File: src/rtl/stg_pkg.sv
package stg_pkg;
  typedef enum logic [1:0] {
    TGT_LO   = 2'd0,
    TGT_MID  = 2'd1,
    TGT_HALF = 2'd2,
    TGT_WORD = 2'd3
  } tgt_e;

  typedef enum logic {
    SRC_ADDR = 1'b0,
    SRC_DATA = 1'b1
  } src_e;
endpackage

File: src/rtl/stg_load_path.sv
module stg_load_path
  import stg_pkg::*;
#(
  parameter int ADDR_W  = 15,
  parameter int SHORT_W = 12,
  parameter int CHAR_W  = 6
) (
  input  src_e              src,
  input  logic              wide,
  input  tgt_e              tgt,
  input  logic [ADDR_W-1:0] mar,
  input  logic [ADDR_W-1:0] mdr,
  input  logic [ADDR_W-1:0] cur,
  output logic [ADDR_W-1:0] nxt
);
  localparam int HALF_W = ADDR_W - 2*CHAR_W;

  logic [ADDR_W-1:0] srcv;
  logic [ADDR_W-1:0] word_v;

  always_comb begin
    srcv = (src == SRC_DATA) ? mdr : mar;
  end

  generate
    if (SHORT_W < ADDR_W) begin : g_short
      always_comb begin
        word_v = wide ? srcv : {cur[ADDR_W-1:SHORT_W], srcv[SHORT_W-1:0]};
      end
    end else begin : g_full
      always_comb begin
        word_v = srcv;
      end
    end
  endgenerate

  always_comb begin
    nxt = cur;
    unique case (tgt)
      TGT_LO:   nxt[CHAR_W-1:0]        = srcv[CHAR_W-1:0];
      TGT_MID:  nxt[2*CHAR_W-1:CHAR_W] = srcv[CHAR_W-1:0];
      TGT_HALF: nxt[ADDR_W-1:2*CHAR_W] = srcv[HALF_W-1:0];
      TGT_WORD: nxt                    = word_v;
      default:  nxt                    = cur;
    endcase
  end
endmodule

File: src/rtl/stg_step_unit.sv
module stg_step_unit #(
  parameter int ADDR_W  = 15,
  parameter int SHORT_W = 12
) (
  input  logic              wide,
  input  logic              down,
  input  logic [ADDR_W-1:0] cur,
  output logic [ADDR_W-1:0] nxt
);
  localparam logic [ADDR_W-1:0]  ONE_L = {{(ADDR_W-1){1'b0}}, 1'b1};
  localparam logic [SHORT_W-1:0] ONE_S = {{(SHORT_W-1){1'b0}}, 1'b1};

  logic [ADDR_W-1:0]  long_v;
  logic [SHORT_W-1:0] short_v;

  always_comb begin
    long_v  = down ? (cur - ONE_L) : (cur + ONE_L);
    short_v = down ? (cur[SHORT_W-1:0] - ONE_S) : (cur[SHORT_W-1:0] + ONE_S);
  end

  generate
    if (SHORT_W < ADDR_W) begin : g_split
      always_comb begin
        nxt = wide ? long_v : {cur[ADDR_W-1:SHORT_W], short_v};
      end
    end else begin : g_same
      always_comb begin
        nxt = long_v;
      end
    end
  endgenerate
endmodule

File: src/rtl/stg_addr_reg.sv
module stg_addr_reg
  import stg_pkg::*;
#(
  parameter int ADDR_W  = 15,
  parameter int SHORT_W = 12,
  parameter int CHAR_W  = 6
) (
  input  logic              clk_i,
  input  logic              rst_ni,
  input  logic              load_i,
  input  logic              src_i,
  input  logic              wide_i,
  input  logic [1:0]        tgt_i,
  input  logic              step_i,
  input  logic              down_i,
  input  logic [ADDR_W-1:0] mar_i,
  input  logic [ADDR_W-1:0] mdr_i,
  output logic [ADDR_W-1:0] q_o
);
  logic [1:0]        rst_sync;
  logic              rst_q;
  logic [ADDR_W-1:0] q_r;
  logic [ADDR_W-1:0] load_v;
  logic [ADDR_W-1:0] step_v;
  logic [ADDR_W-1:0] q_nxt;
  logic              q_en;

  // reset: asserts at once, releases two clocks later
  always_ff @(posedge clk_i or negedge rst_ni) begin
    if (!rst_ni) rst_sync <= 2'b00;
    else         rst_sync <= {rst_sync[0], 1'b1};
  end
  assign rst_q = rst_sync[1];

  stg_load_path #(
    .ADDR_W(ADDR_W), .SHORT_W(SHORT_W), .CHAR_W(CHAR_W)
  ) u_load (
    .src (src_e'(src_i)),
    .wide(wide_i),
    .tgt (tgt_e'(tgt_i)),
    .mar (mar_i),
    .mdr (mdr_i),
    .cur (q_r),
    .nxt (load_v)
  );

  stg_step_unit #(
    .ADDR_W(ADDR_W), .SHORT_W(SHORT_W)
  ) u_step (
    .wide(wide_i),
    .down(down_i),
    .cur (q_r),
    .nxt (step_v)
  );

  // next state: a load wins over a step
  always_comb begin
    q_en  = load_i | step_i;
    q_nxt = load_i ? load_v : step_v;
  end

  always_ff @(posedge clk_i or negedge rst_q) begin
    if (!rst_q)    q_r <= '0;
    else if (q_en) q_r <= q_nxt;
  end

  assign q_o = q_r;
endmodule

File: config.mk
export PLATFORM = sky130hd
export DESIGN_NAME = stg_addr_reg
export DESIGN_NICKNAME = d
export VERILOG_FILES = /design/src/rtl/stg_pkg.sv /design/src/rtl/stg_load_path.sv /design/src/rtl/stg_step_unit.sv /design/src/rtl/stg_addr_reg.sv
export SDC_FILE = /design/constraint.sdc
export NUM_CORES = 1
export LEC_CHECK = 0
export BUFFER_PORTS_ARGS = -buffer_cell sky130_fd_sc_hd__buf_2
export CORE_UTILIZATION = 33
export CTS_BUF_LIST = sky130_fd_sc_hd__clkbuf_8
export DETAILED_ROUTE_END_ITERATION = 10
export GPL_TIMING_DRIVEN = 0
export SYNTH_ARGS = -nofsm -noshare
export SYNTH_HDL_FRONTEND = slang
export SYNTH_HIERARCHICAL = 1
export SYNTH_SLANG_ARGS = --single-unit
File: constraint.sdc
create_clock -name clk_i -period 0.81 [get_ports clk_i]
set_input_delay 0.162 -clock clk_i [delete_from_list [all_inputs] [get_ports clk_i]]
set_output_delay 0.162 -clock clk_i [all_outputs]
set_load 0.005 [all_outputs]
# After elaboration in Yosys (flattened, before gate mapping)
# Index checks and enable logic that the tools add are counted.
[word_totals]
in_bits = 39
n_memories = 0
register_bits = 17
mem_bits_ro = 0
word_cells = 30
ramBits = 0
latch_bits = 0
output_inout_bits = 15
[classes]
addsub = 4
multipliers = 0
muxes = 9
n_bitwise = 1
magnitude_cmp = 0
reduce_logical = 5
n_div = 0
n_eq_ne = 7
n_shift = 0
[op_table]
columns = ["op", "n"]
rows = [
  ["2-to-1 mux 15 bit", 5],
  ["case mux 6 bit (2 select lines)", 2],
  ["adder 15 x 1 -> 15 bit (second input constant)", 1],
  ["subtractor 15 x 1 -> 15 bit (second input constant)", 1],
  ["adder 12 x 1 -> 12 bit (second input constant)", 1],
  ["2-to-1 mux 12 bit", 1],
  ["subtractor 12 x 1 -> 12 bit (second input constant)", 1],
  ["!= test 3 x 1 -> 1 bit (second input constant)", 3],
  ["case mux 3 bit (2 select lines)", 1],
  ["equality test 2 bit (second input constant)", 2],
  ["AND reduction 2 bit", 2],
  ["AND reduction 4 bit", 1],
  ["equality test 2 x 1 -> 1 bit (second input constant)", 1],
  ["logical NOT 2 bit", 1],
  ["!= test 2 bit (second input constant)", 1],
  ["nonzero test 2 bit", 1],
  ["OR 1 bit", 1],
]

# Logic depth before layout (Yosys ltp)
[depth]
depth_word = 4
ltp_mapped = 10
mapped_depth_nobuf = 10

# Modules after synthesis
# The synthesis kept the hierarchy.
[by_module_without_submodules]
columns = ["module", "area_per_inst_um2", "n_inst", "seq_area_each_um2", "cells_each"]
rows = [
  ["stg_step_unit", 773.2, 1, 0.0, 107],
  ["stg_addr_reg", 753.2, 1, 425.4, 68],
  ["stg_load_path", 484.2, 1, 0.0, 59],
]

# Least setup slack after synthesis
# OpenSTA, ideal clock, no wires.
[synth_timing]
path_kind = "flip-flop to flip-flop"
startpoint = "register q_r[0], in the netlist q_o[0]"
endpoint = "register q_r[14], in the netlist q_o[14]"
period_less_slack_ns = 2.387
setup_ns = 0.135
setup_slack_ns = -1.577
t_required_ns = 0.675
n_path_buf = 0
arrival_time_ns = 2.253
path_stages_with_launch = 11
cell_sequence = "dfrtp_1 inv_1 fa_1 nor2b_4 o2111ai_1 nand2_2 a221oi_4 a311o_1 or3_1 mux2i_1 o21ai_0"
[synth_via]
elab_chain_len = 4
elab_cells_between_ends = 5
classes_between = "add/sub (2); mux (3)"
[synth_lines]
columns = ["item", "line", "rtl"]
rows = [
  ["from (decl)", "stg_addr_reg.sv:22", "logic [ADDR_W-1:0] q_r;"],
  ["from (signal assigned)", "stg_addr_reg.sv:64", "else if (q_en) q_r <= q_nxt;"],
  ["adder 15 x 1 -> 15 bit / subtractor 15 x 1 -> 15 bit (equally long branches)", "stg_step_unit.sv:17", "long_v = down ? (cur - ONE_L) : (cur + ONE_L);"],
  ["2-to-1 mux 15 bit (*)", "stg_step_unit.sv:17", ""],
  ["2-to-1 mux 15 bit (*)", "stg_step_unit.sv:24", "nxt = wide ? long_v : {cur[ADDR_W-1:SHORT_W], short_v};"],
  ["named net step_v[14]", "stg_addr_reg.sv:24", "logic [ADDR_W-1:0] step_v;"],
  ["2-to-1 mux 15 bit (*)", "stg_addr_reg.sv:59", "q_nxt = load_i ? load_v : step_v;"],
]
# Mark *: on every way through the listed nets, which the timed path passes. The rest lies on a longest branch. The select of a mux whose other input is x is not followed.
# A chain may end at the register's enable or synchronous reset.

# Worst setup path in the final report
[layout_timing]
startpoint = "register q_r[1], in the netlist q_o[1]"
endpoint = "register q_r[14], in the netlist q_o[14]"
# The elaborated chain is that of the path after synthesis.

==> results.py <==
metrics = {
    "sta": {
        "final.setup_skew_ps": 3.50,
        "fin_crit_sh_pct": 288,
        "slew_viol_final": 0,
        "period_needed_ps": 2340,
        "layout_setup_ws_ps": -1530,
        "rsz0062_at_grt": "yes",
        "hold_viol_final": 0,
        "holdWs_ps": 181,
        "setup_viol": 30,
        "max_freq_mhz": 428,
    },
    "yosys": {
        "synth_top_family_by_area": "compound AO/OA/AOI/OAI gates",
        "synth-edff-count": 0,
        "ys_warn_count": 6,
        "async_flop_share_pct": 100,
        "ys_seq_area_share_pct": 21.2,
        "netlist_area_um2": 2010,
        "synthAdderAreaFrac_pct": 11.0,
        "synth_xor_area_share_pct": 4.79,
        "ys.flop_type": "dfrtp_1",
        "ys_seq_elements": 17,
        "synth.avg_cell_area_um2": 8.59,
        "synth_compound_area_share_pct": 23.0,
        "synth_cell_types": 44,
        "synthesis.nets": 290,
        "muxShareOfSynthArea_pct": 20.1,
        "yosys.area_share.simple_pct": 13.2,
        "postSynthCellCount": 234,
    },
    "clocking": {
        "numCtsBuffers": 3,
        "insertion_delay_ps": 260,
        "h-tree-depth": 1,
        "cts_root_buffer": "clkbuf_8",
        "cts_tree": "yes",
        "clock_sinks": 17,
        "clock_path_buffers": 2,
        "cts.clk_slew.worst_paths_ps": 70,
    },
    "critical_path": {
        "arrival_ps": 2460,
        "end_kind": "flip-flop",
        "cpPeakStageDelay_ps": 400,
        "crit_type": "flip-flop to flip-flop",
        "cp_cell_sequence": "inv_2, fa_2, nor2b_4, o2111ai_4, nand2_4, a221oi_4, a311o_1, or3_1, mux2i_1, o21ai_1",
        "cp_data_required_time_ps": 940,
        "setup.worst_path.start_class": "flip-flop",
        "cpLargestDelayFamily": "simple AND/OR/NAND/NOR gates",
        "worstPathMaxFanout": 4,
        "slowest_stage": "dfrtp_1",
        "cp_num_buf_inv": 1,
    },
    "route": {
        "wl_met1_um": 2680,
        "wl_met3_um": 217,
        "drc": 0,
        "wl_per_cell_um": 15.2,
        "wl_um": 6060,
        "dr.pass1.iters": 4,
        "drt.antenna.violating_nets": 0,
        "routed.top_layer": "met4",
        "met2_length_um": 3110,
        "vias_per_cell": 5.24,
        "drtIter0Drc": 66,
        "vias": 2085,
    },
    "grt": {
        "grt_overflow_total": 0,
        "grt.total_usage_pct": 19.6,
        "grt_pass1_wl_um": 9580,
        "antenna_found_initial": 0,
        "grt_pass1_vias": 1983,
        "grt_max_degree": 18,
    },
    "floorplan": {
        "fp-row-count": 28,
        "dieArea_um2": 6410,
        "die_x_um": 80.1,
        "initial_core_util_pct": 34.2,
        "design.core.area_um2": 5890,
        "die_y_um": 80.1,
        "pin_count": 54,
    },
    "flow_run": {
        "maxCapViolCount": 0,
    },
    "final_layout": {
        "layout.cells.non_filler": 398,
        "diodes": 0,
        "layout-drive-gt1-share_pct": 47.4,
        "final_common_cell": "buf_2",
        "fin_util_pct": 52.5,
        "final_cell_mix": "buf_2, nand2_1, buf_6",
        "nets": 380,
        "area.growth.synth_to_final_pct": 53.6,
    },
    "placed_design": {
        "preCtsSetupSlack_ps": -1940,
        "placedCellCount": 359,
        "portBuffers": 50,
        "dp_hpwl_um": 4290,
        "gp_congestion": 0.809,
    },
    "min_path": {
        "min_path_type": "flip-flop to async pin",
    },
    "outcome": {
        "failed_checks": "negative setup slack",
        "outcome": "complete, but fails checks",
    },
    "power": {
        "power_w": 0.00893,
        "p_leak_nw": 1.44,
        "ir_drop_mv": 1.35,
        "powerDensity_nw_per_um2": 2890,
    },
}
## power breakdown
| part | total (W) | switching, W | internal, W |
|---|---|---|---|
| clock | 0.000666 | 0.000320 | 0.000347 |
| sequential | 0.00163 | 0.000462 | 0.00117 |
| combinational | 0.00664 | 0.00283 | 0.00381 |
## through the flow
stage,setup TNS (ps),instance area [um2]
6_report,-20960,3090
5_1_grt,-22690,3090
4_1_cts,-19400,2900
3_5_place_dp,-19810,2470
3_3_place_gp,-19690,2470
2_1_floorplan,-13300,2130
## per-layer routing
layer | GRT usage [%] | up-vias
met5 | 0 | -
met4 | 3.93 | 0
met3 | 3.52 | 6
met2 | 35.7 | 47
met1 | 23.8 | 1004
li1 | - | 1028
## sequential cells by signal (all words and copies together), names as in the netlist
signal / cells
q_o: 15
rst_sync: 2
## logic make-up (layout without fill, tap and decap cells)
family,after synthesis,after routing
AOI/OAI and AO/OA,69,69
and+or+nand+nor,60,60
muxes,37,37
buffers and inverters,22,111
adders and majority gates,17,17
DFF,17,17
xor gates and xnor gates,11,11
other,1,1
## what timing repair did
action | 4_1_cts | 5_1_grt
pin swaps | 15 | 15
hold buffers | 1 | 0
gates resized for setup | 46 | 21
endpoints found under the setup margin | 30 | 39
hold endpoints to repair | 2 | 0
buffers inserted | 20 | 15
## synth_stat cells, types with 2 or more instances
cell type	instances	area, um2
a211oi_1	2	15.0
a21o_1	6	45.0
a21oi_1	18	90.1
a221o_1	5	50.1
a22oi_1	4	30.0
buf_12	2	40.0
buf_6	2	22.5
clkbuf_1	5	18.8
dfrtp_1	17	425
ha_1	16	200
inv_1	11	41.3
mux2_2	11	124
mux2_4	4	60.1
mux2i_1	22	220
nand2_1	35	131
nand3_1	3	15.0
nor2_1	11	41.3
nor2b_1	4	25.0
o211ai_1	2	15.0
o21ai_0	10	50.1
o21ai_1	10	50.1
o21bai_1	2	15.0
o31ai_1	2	15.0
xnor2_1	8	70.1
xor2_1	3	26.3
## cell type report
class / count / area (um2)
Buffer: 11 / 118
Clock buffer: 3 / 41.3
Clock inverter: 1 / 7.51
Fill cell: 573 / 2800
Inverter: 11 / 41.3
Multi-Input combinational cell: 195 / 1690
Sequential cell: 17 / 439
Tap cell: 75 / 93.8
Timing Repair Buffer: 85 / 662
## worst reg2reg max path, delay by kind of cell, from the launching register on
family / cells / cell delay [ps]
simple gates: 3 / 640
compound gates: 4 / 570
flops: 1 / 400
fa+ha+maj: 1 / 390
mux: 1 / 140
buf+inv: 1 / 50
## final timing paths
path / startpoint / endpoint / slack [ps] / cells after the start
setup / recovery: q_o[1]$_DFFE_PN0P_ / q_o[14]$_DFFE_PN0P_ / -1530 / 10
hold / removal: rst_sync[1]$_DFF_PN0_ / q_o[4]$_DFFE_PN0P_ / 180 / 0
setup reg to reg: q_o[1]$_DFFE_PN0P_ / q_o[14]$_DFFE_PN0P_ / -1530 / 10
hold reg to reg: rst_sync[1]$_DFF_PN0_ / q_o[4]$_DFFE_PN0P_ / 180 / 0
max in group asynchronous: rst_sync[1]$_DFF_PN0_ / q_o[8]$_DFFE_PN0P_ / 340 / 0
min in group clk_i: step_i / q_o[13]$_DFFE_PN0P_ / 260 / 3
Power figures use the tool's default switching activity.
